`src/rtl/zs_col_readout.sv`:
```
module zs_col_readout #(
  parameter int NCOLS      = 4,
  parameter int SP_PER_COL = 2,
  parameter int DW         = 8
) (
  input  logic                                  clk,
  input  logic                                  rst_n,
  input  logic                                  start,
  input  logic [NCOLS*SP_PER_COL*16-1:0]        hit_flags,
  input  logic [NCOLS*SP_PER_COL*16*DW-1:0]     pix_data,
  output logic                                  ser_bit,
  output logic                                  ser_valid,
  output logic                                  done,
  output logic [NCOLS-1:0]                      col_en
);
  localparam int NSP  = NCOLS * SP_PER_COL;
  localparam int NPIX = NSP * 16;
  localparam int CW   = (NCOLS > 1) ? $clog2(NCOLS) : 1;
  localparam int SW   = (SP_PER_COL > 1) ? $clog2(SP_PER_COL) : 1;
  localparam int SIW  = (NSP > 1) ? $clog2(NSP) : 1;
  localparam int BW   = (DW > 1) ? $clog2(DW) : 1;

  typedef enum logic [2:0] {IDLE, COLF, SPF, PXF, DATA} st_t;

  st_t              st;
  logic [NPIX-1:0]  flg;
  logic [NSP-1:0]   spf;
  logic [NCOLS-1:0] colf;
  logic [CW-1:0]    col;
  logic [SW-1:0]    sp;
  logic [3:0]       px;
  logic [BW-1:0]    bc;
  logic [SIW-1:0]   spi;
  logic [SIW+3:0]   pidx;
  logic [DW-1:0]    word;
  logic             fin_px, fin_sp, fin_col, fin_all;

  for (genvar g = 0; g < NSP; g++) begin : g_sp
    assign spf[g] = |flg[g*16 +: 16];
  end
  for (genvar c = 0; c < NCOLS; c++) begin : g_col
    assign colf[c]   = |spf[c*SP_PER_COL +: SP_PER_COL];
    assign col_en[c] = (st != IDLE) && (col == CW'(c));
  end

  assign spi  = SIW'(col) * SIW'(SP_PER_COL) + SIW'(sp);
  assign pidx = {spi, px};
  assign word = pix_data[int'(pidx)*DW +: DW];

  assign fin_px  = (st == PXF && !flg[pidx]) || (st == DATA && bc == '0);
  assign fin_sp  = (st == SPF && !spf[spi]) || (fin_px && px == 4'd15);
  assign fin_col = (st == COLF && !colf[col]) || (fin_sp && sp == SW'(SP_PER_COL-1));
  assign fin_all = fin_col && col == CW'(NCOLS-1);

  always_comb begin
    case (st)
      COLF:    ser_bit = colf[col];
      SPF:     ser_bit = spf[spi];
      PXF:     ser_bit = flg[pidx];
      DATA:    ser_bit = word[bc];
      default: ser_bit = 1'b0;
    endcase
  end
  assign ser_valid = (st != IDLE);

  always_ff @(posedge clk or negedge rst_n) begin
    if (!rst_n) begin
      st   <= IDLE;
      flg  <= '0;
      col  <= '0;
      sp   <= '0;
      px   <= '0;
      bc   <= '0;
      done <= 1'b0;
    end else begin
      done <= fin_all;
      if (st == IDLE) begin
        if (start) begin
          flg <= hit_flags;
          col <= '0;
          st  <= COLF;
        end
      end else if (fin_all) begin
        st <= IDLE;
      end else if (fin_col) begin
        col <= col + 1'b1;
        st  <= COLF;
      end else if (fin_sp) begin
        sp <= sp + 1'b1;
        st <= SPF;
      end else if (fin_px) begin
        px <= px + 1'b1;
        st <= PXF;
      end else begin
        case (st)
          COLF: begin sp <= '0; st <= SPF; end
          SPF:  begin px <= '0; st <= PXF; end
          PXF:  begin bc <= BW'(DW-1); st <= DATA; end
          DATA: bc <= bc - 1'b1;
          default: st <= IDLE;
        endcase
      end
    end
  end
endmodule

```
`config.mk`:
```
export PLATFORM = sky130hd
export DESIGN_NAME = zs_col_readout
export DESIGN_NICKNAME = d
export VERILOG_FILES = /design/src/rtl/zs_col_readout.sv
export SDC_FILE = /design/constraint.sdc
export NUM_CORES = 1
export LEC_CHECK = 0
export BUFFER_PORTS_ARGS = -buffer_cell sky130_fd_sc_hd__buf_2
export CAP_MARGIN = 15
export CORE_AREA = 3 3 445 447
export DETAILED_ROUTE_END_ITERATION = 16
export DIE_AREA = 0 0 448 450
export PLACE_DENSITY_LB_ADDON = 0.12
export SLEW_MARGIN = 20
export SYNTH_ARGS = -nofsm -noshare
export SYNTH_HDL_FRONTEND = slang
export SYNTH_SLANG_ARGS = --single-unit
```
`constraint.sdc`:
```
create_clock -name clk -period 3.6 [get_ports clk]
set_input_delay 0 -clock clk [delete_from_list [all_inputs] [get_ports clk]]
set_output_delay 0 -clock clk [all_outputs]
set_load 0.01 [all_outputs]
```
==> flow_summary.ini <==
[outcome]
outcome = finished, violations left
violations = negative setup slack

[sta]
tightestPinTransition_ns = 0.813
period_needed_ns = 3.71
fin_ws_ns = -0.113
min_period_over_period_pct = 103
setup_viol = 1
finalHoldViolCount = 0
drv_slew = 0
fin_skew_ns = 0.0202
setup_tns_ns = -0.113
max_slew_margin_pct = 45.2
rsz0062_at_grt = yes
fmax_mhz = 269

[die]
rows = 162
initial_utilization_pct = 8.00
boundaryPins = 1162
die_x_um = 448
die_area_um2 = 202000
die_h_um = 450
coreArea_um2 = 195000

[power]
power.leakage_nw = 11.4
max-vdd-ir-drop_uv = 378
power_density_nw_per_um2 = 427
power.total_w = 0.0122

[placement]
gp_congestion = 0.858
place_ws_ns = -0.604
numPortBuffers = 1161
dpl.cell_count = 4973
dp_hpwl_um = 132000

[synthesis]
synth_area_leaders = mux4_2 (34%), dfrtp_1 (23%), mux2_2 (10%), mux2i_1 (8.3%), a22oi_1 (3.8%)
post-synth-top-area-cell = mux4_2
synth_edf_count = 0
synth_common_cells = mux4_2 (234), dfrtp_1 (142), mux2_2 (141)
yosysMostFrequentCell = mux4_2
synth_flop_cell = dfrtp_1
synth.distinct_cells = 63
yosysSeqAreaShare_pct = 22.8
yosysWarnings = 0
yosys.area.top_type_share_pct = 33.8
synth_area_um2 = 15600
async_flop_share_pct = 100
syn_inst = 1218
synth_nets = 2380
synth-seq-cells = 142
postSynthAreaPerCell_um2 = 12.8

[layout]
area_delta_synth_final_pct = 83.6
nets = 3777
fin_util_pct = 14.7
drive_above_1_share_pct = 70.7
fillers = 22200
layoutNonFillerInstCount = 5211

[grt]
grt_max_degree = 63
use_met1_pct = 15.8
met3_usage_pct = 2.09
top_usage_layer = met2
grt_pass1_vias = 19800
use_met2_pct = 27.4
grtUsageTotal_pct = 14.3
globalRoute.totalOverflow = 0
antenna_found_initial = 67
grt_pass1_wl_um = 192000

[detailed_routing]
via_count = 18300
firstDrtPassIters = 5
drtIter0Drc = 920
wirelength_um = 152000
final_antenna_net_count = 0
vias_per_cell = 3.51
wl_per_cell_um = 29.1
drc = 0

[clocking]
cts_buffer_depth = 2
clock-root-buffer = clkbuf_16
htreeDepth = 4
insertion_delay_ns = 0.50
cts_buffers = 17
clock-sinks = 142
clk_pin_slew_ns = 0.08
cts_tree = built

[critical_path]
crit_arrival_ns = 3.71
r2r-start = px[0]
crit_type = flop to primary output
crit_required_ns = 3.60
worstRegToRegCells = 15
r2r_end = col[0]
ff2ff_setup_slack_ns = 0.15
critPathLaunchType = flop
worst-path-max-fanout = 8
end_kind = primary output

[flow_run]
max_cap_viol_count = 0

[worst_hold_path]
hold_path.class = input port to async pin
==> layout make-up <==
type                       instances  area [um2]  share of cell area, %
multi-input combinational        938       11600                   40.6
timing repair buffer            1505        9510                   33.2
sequential                       142        3570                   12.5
tap                             2542        3180                   11.1
clock buffer                      17         425                   1.49
clock inverter                    15         154                  0.538
antenna                           41         103                  0.359
inverter                          11        41.3                  0.144
==> per-layer routing <==
metal / vias up / part of all wire (%)
li1: 8023 / -
met5: - / 0.076
met2: 707 / 56
met1: 9401 / 38
met4: 16 / 2.2
met3: 128 / 4.4
==> sequential cells by signal, summed over array words and instances, names as in the netlist <==
name	flops
px	4
st	3
flg	128
done	1
col	2
sp	1
bc	3
==> how the worst max path moves through the flow <==
| stage | start | to | slack (ns) | cells past startpoint |
|---|---|---|---|---|
| 6_report | px[0] | ser_bit | -0.11 | 13 |
| 5_1_grt | px[0] | ser_bit | -0.29 | 15 |
| 4_1_cts | px[0] | ser_bit | -0.28 | 11 |
| 3_5_place_dp | px[0] | ser_bit | -0.60 | 12 |
| 3_3_place_gp | px[0] | ser_bit | -0.60 | 12 |
| 2_1_floorplan | px[0] | ser_bit | 0.94 | 12 |
==> cell usage in the layout, fill, tap and decap left out, types with 14 or more instances in the layout <==
cell           netlist  final
mux4_2             234    237
mux2_2             141    140
nor2_1              17     15
dlygate4sd3_1        0    129
buf_12               2     28
buf_4               31    158
clkbuf_16            0     21
nor3_1              20     17
a22oi_1             78     72
mux2i_1            129    121
dfrtp_1            142    136
diode_2              0     41
buf_2               34   1159
nor4_1              37     31
nand4_1             14     14
nand3_1             35     30
a21oi_1             39     32
nand2_1             45     45
==> repair_timing <==
| action | in CTS | in global routing |
|---|---|---|
| hold buffers | 129 | 0 |
| endpoints found under the hold margin | 189 | 0 |
| setup endpoints to repair | 1 | 4 |
| buffers inserted | 18 | 11 |
| pin swaps | 12 | 9 |
| resized for setup | 72 | 31 |
| cloned | 6 | 4 |
==> per-stage QoR <==
step	instance area, um2	hold slack (ns)
floorplan	15600	-0.296
global placement	25500	0.0522
detailed placement	25500	0.0406
CTS	28100	0.0246
global route	28600	0.0664
finish	28600	0.0413
==> report_power, final <==
part / internal [W] / leakage (nW) / switching, W
clock network: 0.000971 / 0.278 / 0.000891
logic: 0.00376 / 9.44 / 0.00340
registers: 0.00238 / 1.68 / 0.000787
==> worst max-delay path, cell delays in order, from the launching register on <==
cell and delay [ns]:
dfrtp_4 0.51, buf_12 0.16, buf_6 0.13, buf_12 0.14
buf_4 0.15, mux4_2 0.44, mux4_2 0.64, nand2_1 0.11
o211ai_1 0.10, a221oi_2 0.19, o211ai_1 0.11, nand4_1 0.21
nand3_4 0.13, buf_6 0.15
==> cell families (layout without fill, tap and decap cells) <==
| kind of cell | Yosys count | in the layout | share of synthesized area, % |
|---|---|---|---|
| and+or+nand+nor | 209 | 209 | 7.02 |
| adders and majority gates | 7 | 7 | 0.562 |
| other | 0 | 41 | 0 |
| muxes | 519 | 519 | 54.9 |
| AOI/OAI and AO/OA | 203 | 203 | 9.40 |
| buffers and inverters | 138 | 1548 | 5.33 |
| DFF | 142 | 142 | 22.8 |
Note: power is estimated with default switching activity, not from simulation.
